==> config.mk <==
export PLATFORM = sky130hd
export DESIGN_NAME = chan_event_buf
export DESIGN_NICKNAME = d
export VERILOG_FILES = /design/src/rtl/evbuf_pkg.sv /design/src/rtl/gray_ts_counter.sv /design/src/rtl/event_fifo.sv /design/src/rtl/chan_event_buf.sv
export SDC_FILE = /design/constraint.sdc
export NUM_CORES = 1
export LEC_CHECK = 0
export BUFFER_PORTS_ARGS = -buffer_cell sky130_fd_sc_hd__buf_2
export CORE_MARGIN = 2
export CORE_UTILIZATION = 52
export CTS_BUF_LIST = sky130_fd_sc_hd__clkbuf_16
export DETAILED_ROUTE_END_ITERATION = 16
export GPL_ROUTABILITY_DRIVEN = 1
export PLACE_DENSITY = 0.81
export SKIP_CTS_REPAIR_TIMING = 1
export SYNTH_ARGS = -nofsm -noshare
export SYNTH_HDL_FRONTEND = slang
export SYNTH_SLANG_ARGS = --single-unit
==> constraint.sdc <==
create_clock -name clk -period 1.58 [get_ports clk]
set_input_delay 0.079 -clock clk [delete_from_list [all_inputs] [get_ports clk]]
set_output_delay 0.079 -clock clk [all_outputs]
set_load 0.02 [all_outputs]
==> src/rtl/evbuf_pkg.sv <==
package evbuf_pkg;
    localparam int TS_W   = 12;
    localparam int ADDR_W = 6;
    localparam int AMP_W  = 10;
    localparam int FT_W   = 8;

    typedef struct packed {
        logic              flag;
        logic              thr;
        logic [ADDR_W-1:0] addr;
        logic [AMP_W-1:0]  amp;
        logic [FT_W-1:0]   ftime;
        logic [TS_W-1:0]   ts;
    } event_word_t;

    localparam int EVW_W = $bits(event_word_t);

    typedef enum logic [1:0] {
        ST_EMPTY   = 2'd0,
        ST_PARTIAL = 2'd1,
        ST_FULL    = 2'd2
    } fill_state_t;
endpackage

==> src/rtl/gray_ts_counter.sv <==
module gray_ts_counter #(
    parameter int W = 12
) (
    input  logic         clk,
    input  logic         rst_n,
    output logic [W-1:0] gray
);
    logic [W-1:0] bin_q;

    always_ff @(posedge clk) begin
        if (!rst_n) bin_q <= '0;
        else        bin_q <= bin_q + 1'b1;
    end

    // The code is derived from a registered binary count, so only one bit toggles per step
    assign gray = bin_q ^ (bin_q >> 1);
endmodule

==> src/rtl/event_fifo.sv <==
module event_fifo
    import evbuf_pkg::*;
#(
    parameter int DEPTH = 4,
    localparam int PW = (DEPTH > 1) ? $clog2(DEPTH) : 1,
    localparam int CW = $clog2(DEPTH + 1)
) (
    input  logic        clk,
    input  logic        rst_n,
    input  logic        push_req,
    input  event_word_t din,
    input  logic        pop_req,
    output event_word_t dout,
    output logic        not_empty,
    output logic        full,
    output logic [CW-1:0] count
);
    fill_state_t state_q, state_d;
    logic [CW-1:0] count_q, count_d;
    logic [PW-1:0] wr_ptr_q, rd_ptr_q;
    event_word_t   slots [DEPTH];
    logic          push_ok, pop_ok;

    assign push_ok = push_req && (state_q != ST_FULL);
    assign pop_ok  = pop_req  && (state_q != ST_EMPTY);

    function automatic logic [PW-1:0] ptr_next(input logic [PW-1:0] p);
        return (p == PW'(DEPTH - 1)) ? '0 : p + 1'b1;
    endfunction

    // next-state logic: fill / drain / swap
    always_comb begin
        state_d = state_q;
        count_d = count_q;
        if (push_ok && !pop_ok) count_d = count_q + 1'b1;
        if (pop_ok && !push_ok) count_d = count_q - 1'b1;
        unique case (state_q)
            ST_EMPTY: begin
                if (push_ok) state_d = (DEPTH == 1) ? ST_FULL : ST_PARTIAL;
            end
            ST_PARTIAL: begin
                if (push_ok && !pop_ok && count_q == CW'(DEPTH - 1))
                    state_d = ST_FULL;
                else if (pop_ok && !push_ok && count_q == CW'(1))
                    state_d = ST_EMPTY;
            end
            ST_FULL: begin
                if (pop_ok) state_d = (DEPTH == 1) ? ST_EMPTY : ST_PARTIAL;
            end
            default: state_d = ST_EMPTY;
        endcase
    end

    // state register
    always_ff @(posedge clk) begin
        if (!rst_n) begin
            state_q  <= ST_EMPTY;
            count_q  <= '0;
            wr_ptr_q <= '0;
            rd_ptr_q <= '0;
        end else begin
            state_q <= state_d;
            count_q <= count_d;
            if (push_ok) wr_ptr_q <= ptr_next(wr_ptr_q);
            if (pop_ok)  rd_ptr_q <= ptr_next(rd_ptr_q);
        end
    end

    for (genvar i = 0; i < DEPTH; i++) begin : g_slot
        always_ff @(posedge clk) begin
            if (push_ok && wr_ptr_q == PW'(i)) slots[i] <= din;
        end
    end

    // outputs
    always_comb begin
        not_empty = (state_q != ST_EMPTY);
        full      = (state_q == ST_FULL);
        count     = count_q;
        dout      = slots[rd_ptr_q];
    end
endmodule

==> src/rtl/chan_event_buf.sv <==
module chan_event_buf
    import evbuf_pkg::*;
#(
    parameter int DEPTH = 4,
    localparam int CW = $clog2(DEPTH + 1)
) (
    input  logic              clk,
    input  logic              rst_n,
    input  logic              ev_strobe,
    input  logic              ev_flag,
    input  logic              ev_thr,
    input  logic [ADDR_W-1:0] ev_addr,
    input  logic [AMP_W-1:0]  ev_amp,
    input  logic [FT_W-1:0]   ev_ftime,
    input  logic              rd_ready,
    output logic              rd_valid,
    output logic [EVW_W-1:0]  rd_data,
    output logic [TS_W-1:0]   ts_gray,
    output logic [CW-1:0]     level,
    output logic              fifo_full,
    output logic              overflow
);
    event_word_t word_in, word_out;
    logic        ovf_q;

    gray_ts_counter #(.W(TS_W)) u_ts (
        .clk  (clk),
        .rst_n(rst_n),
        .gray (ts_gray)
    );

    always_comb begin
        word_in.flag  = ev_flag;
        word_in.thr   = ev_thr;
        word_in.addr  = ev_addr;
        word_in.amp   = ev_amp;
        word_in.ftime = ev_ftime;
        word_in.ts    = ts_gray;
    end

    event_fifo #(.DEPTH(DEPTH)) u_fifo (
        .clk      (clk),
        .rst_n    (rst_n),
        .push_req (ev_strobe),
        .din      (word_in),
        .pop_req  (rd_ready),
        .dout     (word_out),
        .not_empty(rd_valid),
        .full     (fifo_full),
        .count    (level)
    );

    always_ff @(posedge clk) begin
        if (!rst_n)                      ovf_q <= 1'b0;
        else if (ev_strobe && fifo_full) ovf_q <= 1'b1;
    end

    assign overflow = ovf_q;
    assign rd_data  = word_out;
endmodule

# [Word-level counts from Yosys, hierarchy flattened]
# Memories as Yosys holds them, arrays and structs flattened. A register that Yosys moved wholly into a read port is not among the register bits.
# Index checks and enable logic that the tools add are counted.
# Widths: inputs -> output; s select.
[word_totals] ff_bits=22 ram_bits=152 out_inout_bits=56 mem_count=1
[op_classes] n_bitwise=1 n_mux=28 eq_ne=12 n_addsub=5 reduce_logical=21
[memory_table] memory="u_fifo.slots" words=4 word_bits=38 rd=1 rd_ports_with_merged_regs=1 write_ports=1 line="event_fifo.sv:21" source="event_word_t slots [DEPTH];"
[ops] op="$mux 38" count=3
[ops] op="$reduce_or 38->1" count=3
[ops] op="$mux 2" count=11
[ops] op="$add 12x1->12 const B" count=1
[ops] op="$xor 12x11->12" count=1
[ops] op="$logic_and 1x1->1" count=11
[ops] op="$mux 1" count=11
[ops] op="$eq 2x2->1 const B" count=4
[ops] op="$mux 3" count=2
[ops] op="$pmux 2 s3" count=1
[ops] op="$add 2x1->2 const B" count=2
[ops] op="$eq 2x1->1 const B" count=2
[ops] op="$logic_not 2->1" count=2
[ops] op="$ne 2x1->1 const B" count=2
[ops] op="$reduce_bool 2->1" count=2
[ops] op="$add 3x1->3 const B" count=1
[ops] op="$eq 3x1->1 const B" count=1
[ops] op="$eq 3x2->1 const B" count=1
[ops] op="$ne 3x1->1 const B" count=1
[ops] op="$reduce_and 3->1" count=1
[ops] op="$sub 3x1->3 const B" count=1
[ops] op="$logic_not 1->1" count=2
[ops] op="$ne 2x2->1 const B" count=1

# [Logic depth before layout (Yosys ltp)]
[depth] depth_word=9 depth_mapped=5

# [Hierarchy]
# Synthesis repeated with hierarchy kept, for this count alone.
[unflattened] cells_unflattened=331 hier_area_um2=6760.2
[modules_own_cells] mod="event_fifo" area_each_um2=6108.4 seq_area_each_um2=4784.6 cells_each=269 n_inst=1
[modules_own_cells] mod="gray_ts_counter" area_each_um2=620.6 seq_area_each_um2=240.2 cells_each=59 n_inst=1
[modules_own_cells] mod="chan_event_buf" area_each_um2=31.3 seq_area_each_um2=20.0 cells_each=3 n_inst=1

# [Worst setup path after synthesis]
# No wires, ideal clock.
[synth_timing] path_kind="register to register" startpoint="register u_fifo.state_q[0]" endpoint="memory u_fifo.slots[0][0] (netlist bit), enable pin" n_path_buf=1 path_stages_with_launch=4 period_less_slack_ns=1.633 t_arrival_ns=1.255 required_ns=1.202 setup_slack_ns=-0.053 cell_sequence="dfxtp_1 nand2b_4 buf_6 and3_2"
[synth_via] elab_chain_len=9 word_cells_on_any_way=23 cone_classes="eq/ne: 1; mux: 14; reduce/logical: 8"
[synth_lines] item="from (decl)" line="event_fifo.sv:18" source="fill_state_t state_q, state_d;"
[synth_lines] item="from (signal assigned)" line="event_fifo.sv:62" source="state_q <= state_d;"
[synth_lines] item="$ne 2x2->1 (*)" line="event_fifo.sv:24" source="assign push_ok = push_req && (state_q != ST_FULL);"
[synth_lines] item="$logic_and 1x1->1 (*)" line="event_fifo.sv:24"
[synth_lines] item="$logic_and 1x1->1" line="event_fifo.sv:71" source="if (push_ok && wr_ptr_q == PW'(i)) slots[i] <= din;"
[synth_lines] item="$mux 1" line="event_fifo.sv:71"
[synth_lines] item="$mux 1 (not written as such)" line="event_fifo.sv:71"
[synth_lines] item="$reduce_or 38->1 (no line)"
[synth_lines] item="$mux 2 (no line) / $mux 1 (equally long branches) (3 in series)"
[synth_lines] item="to (decl)" line="event_fifo.sv:21"
# Mark *: on every way between the ends. The rest lies on a longest branch, timed or not.

==> impl_metrics.json <==
{
  "dp_hpwl_um": 7360,
  "r2r-end": "u_fifo.count[1]",
  "leakagePower_nw": 3.04,
  "synth_area_um2": 6730,
  "min_period_ns": 1.78,
  "use_met3_pct": 5.33,
  "synth_top_family_by_area": "multiplexers",
  "path_max_fanout": 10,
  "post-route-period-util_pct": 113,
  "path_buf_inv": 2,
  "endpoint_kind": "output pin",
  "dp.cells": 587,
  "worst_pin_slew_ns": 0.415,
  "die_area_um2": 13900,
  "first_global_vias": 3519,
  "relSlewSlack_pct": 72.1,
  "clock.fmax_mhz": 561,
  "start_kind": "flop",
  "ys.warnings.count": 0,
  "synthMuxAreaShare_pct": 13.0,
  "drv_slew": 0,
  "reg2reg_depth": 5,
  "place_area_um2": 7480,
  "ioPinCount": 86,
  "status": "finished with violations",
  "synth_top_area_cell": "edfxtp_1",
  "cts_tree": "yes",
  "instances_no_fill": 647,
  "synth_ff_type": "edfxtp_1",
  "synth-compound-area-share_pct": 1.69,
  "synth_seq_cells": 176,
  "whs_path_depth": 3,
  "synth_area_per_cell_um2": 20.4,
  "yosys.area_share.simple_pct": 3.22,
  "syn_nets": 378,
  "grt_pass1_wl_um": 18400,
  "synth_edf_count": 152,
  "via_count": 3465,
  "worstSetupPathType": "flop to output pin",
  "synth.most_common_cell": "edfxtp_1",
  "violations": "negative setup slack",
  "synth_top_area_share_pct": 67.8,
  "setup_viol": 38,
  "clock_latency_ns": 0.41,
  "synth_seq_area_share_pct": 75.0,
  "clk_pin_slew_ns": 0.06,
  "die_width_um": 118,
  "nFillCells": 860,
  "htree_levels": 4,
  "syn_to_final_growth_pct": 24.6,
  "io_buffers": 85,
  "overflow": 0,
  "finalWorstSetupSlack_ns": -0.204,
  "rsz0062_at_grt": "true",
  "ctsRootBufferMaster": "clkbuf_16",
  "worstPathArrival_ns": 1.70,
  "final_antenna_net_count": 0,
  "synth-async-reset-ratio_pct": 0,
  "grt_util_all_layers_pct": 17.8,
  "maxCapViolCount": 0,
  "r2r-start": "u_fifo.state_q[0]",
  "grt_use_met1_pct": 22.8,
  "synth_cells": 329,
  "hold_class": "primary input to flop",
  "min_to": "u_fifo.state_q[1]",
  "ys_top_cells_by_count": "edfxtp_1, mux4_2, dfxtp_1, ha_1, nor2_1",
  "layout-drive-gt1-share_pct": 37.3,
  "design_area_um2": 8380,
  "synth_cell_types": 37,
  "clockBufferDepth": 2,
  "cts_num_sinks": 176,
  "regToRegSetupSlack_ns": 0.17,
  "antenna_found_initial": 0,
  "globalplace.congestion": 0.764,
  "core-area_um2": 12600,
  "min_from": "ev_strobe",
  "grt_max_degree": 39,
  "place_ws_ns": 0.0623,
  "drt_iter0_drc": 241,
  "peakVddDrop_v": 0.000661,
  "routedWlPerCell_um": 19.2,
  "ys_top_cells_by_area": "edfxtp_1, mux4_2, dfxtp_1",
  "rows": 41,
  "synth_fa_ha_area_share_pct": 3.53,
  "layout.nets": 512,
  "crit_required_ns": 1.50,
  "firstDrtPassIters": 4,
  "cts_made_buffers": 17,
  "finalWirelength_um": 12400,
  "cpMaxStageDelayCell": "mux4_2",
  "worst_path_largest_cell_delay_ns": 0.53,
  "synthXorXnorAreaFrac_pct": 1.82,
  "cellPowerDensity_nw_per_um2": 1200,
  "path_delay_family": "multiplexers",
  "avgViaCountPerCell": 5.36,
  "drcViolationCount": 0,
  "die_y_um": 118,
  "hold_viol_final": 0,
  "grtUsageMet2_pct": 29.3,
  "fin_skew_ns": 0.0108,
  "crit_path_cell_trace": "buf_12 -> mux4_2 -> buf_2",
  "top_usage_layer": "met2",
  "start_util_pct": 53.3,
  "antennaDiodeCount": 0
}
## cell usage in the layout (no fill, tap or decap), types with 5 or more instances in the layout
master / instances
clkbuf_16: 18
dlygate4sd3_1: 28
xor2_1: 7
nand2_1: 6
inv_1: 10
dfxtp_1: 19
nor2_1: 18
mux4_2: 38
xnor2_1: 6
buf_6: 5
buf_12: 9
ha_1: 19
edfxtp_1: 152
a21oi_1: 7
buf_2: 81
## per-layer routing
metal	up-vias	wire length [um]	part of all wire (%)
li1	1586	-	-
met1	1777	5320	43
met2	92	6360	51
met3	10	601	4.8
met4	0	124	1.0
met5	-	0	0
## through the flow
stage,setup TNS [ns],util (%),total power (W),hold slack (ns)
6_report,-6.63,66.4,0.0100,0.0754
5_1_grt,-8.87,66.4,0.0104,0.0699
4_1_cts,-8.82,63.5,0.0100,-0.140
3_5_place_dp,0,59.3,0.00633,0.297
3_3_place_gp,0,59.3,0.00629,0.291
2_1_floorplan,-8.04,-,0.00598,0.157
## final cells by class
type | instances | area, um^2 | area share, %
Clock buffer | 17 | 425 | 5.08
Inverter | 8 | 30.0 | 0.358
Sequential cell | 176 | 5050 | 60.3
Clock inverter | 14 | 105 | 1.25
Tap cell | 172 | 215 | 2.57
Timing Repair Buffer | 127 | 970 | 11.6
Multi-Input combinational cell | 133 | 1580 | 18.9
## registers in the layout (all words and copies together), names as in the netlist, named ones only
| register | flops |
|---|---|
| u_fifo.slots | 152 |
| u_ts.bin_q | 12 |
| u_fifo.count | 3 |
| u_fifo.rd_ptr_q | 2 |
| u_fifo.state_q | 2 |
| u_fifo.wr_ptr_q | 2 |
| overflow | 1 |
## worst max-delay path by stage
| stage | start | end | slack [ns] | cells after the start |
|---|---|---|---|---|
| 2_1_floorplan | u_fifo.state_q[0] | u_fifo.slots[0][0] | -0.05 | 3 |
| 3_3_place_gp | flop | rd_data[11] | 0.16 | 3 |
| 3_5_place_dp | u_fifo.state_q[1] | u_fifo.count[1] | 0.06 | 4 |
| 4_1_cts | flop | rd_data[9] | -0.30 | 3 |
| 5_1_grt | flop | rd_data[22] | -0.27 | 3 |
| 6_report | flop | rd_data[22] | -0.20 | 3 |
## tightest hold or removal path, cell delays in order
cell and delay (ns):
buf_2 0.19, nand4b_1 0.11, a211oi_1 0.06
## cells by family (layout without fill, tap and decap cells)
| logic type | after synthesis | after routing |
|---|---|---|
| AOI/OAI and AO/OA | 18 | 18 |
| xor gates and xnor gates | 14 | 14 |
| adders and majority gates | 19 | 19 |
| DFF | 176 | 176 |
| muxes | 40 | 40 |
| and+or+nand+nor | 42 | 42 |
| buffers and inverters | 20 | 166 |
## power breakdown
part           internal (W)  switching, W
clock network       0.00212       0.00158
logic              0.000455      0.000551
registers           0.00524     0.0000717
No activity file was read; power rests on OpenSTA's default activity.
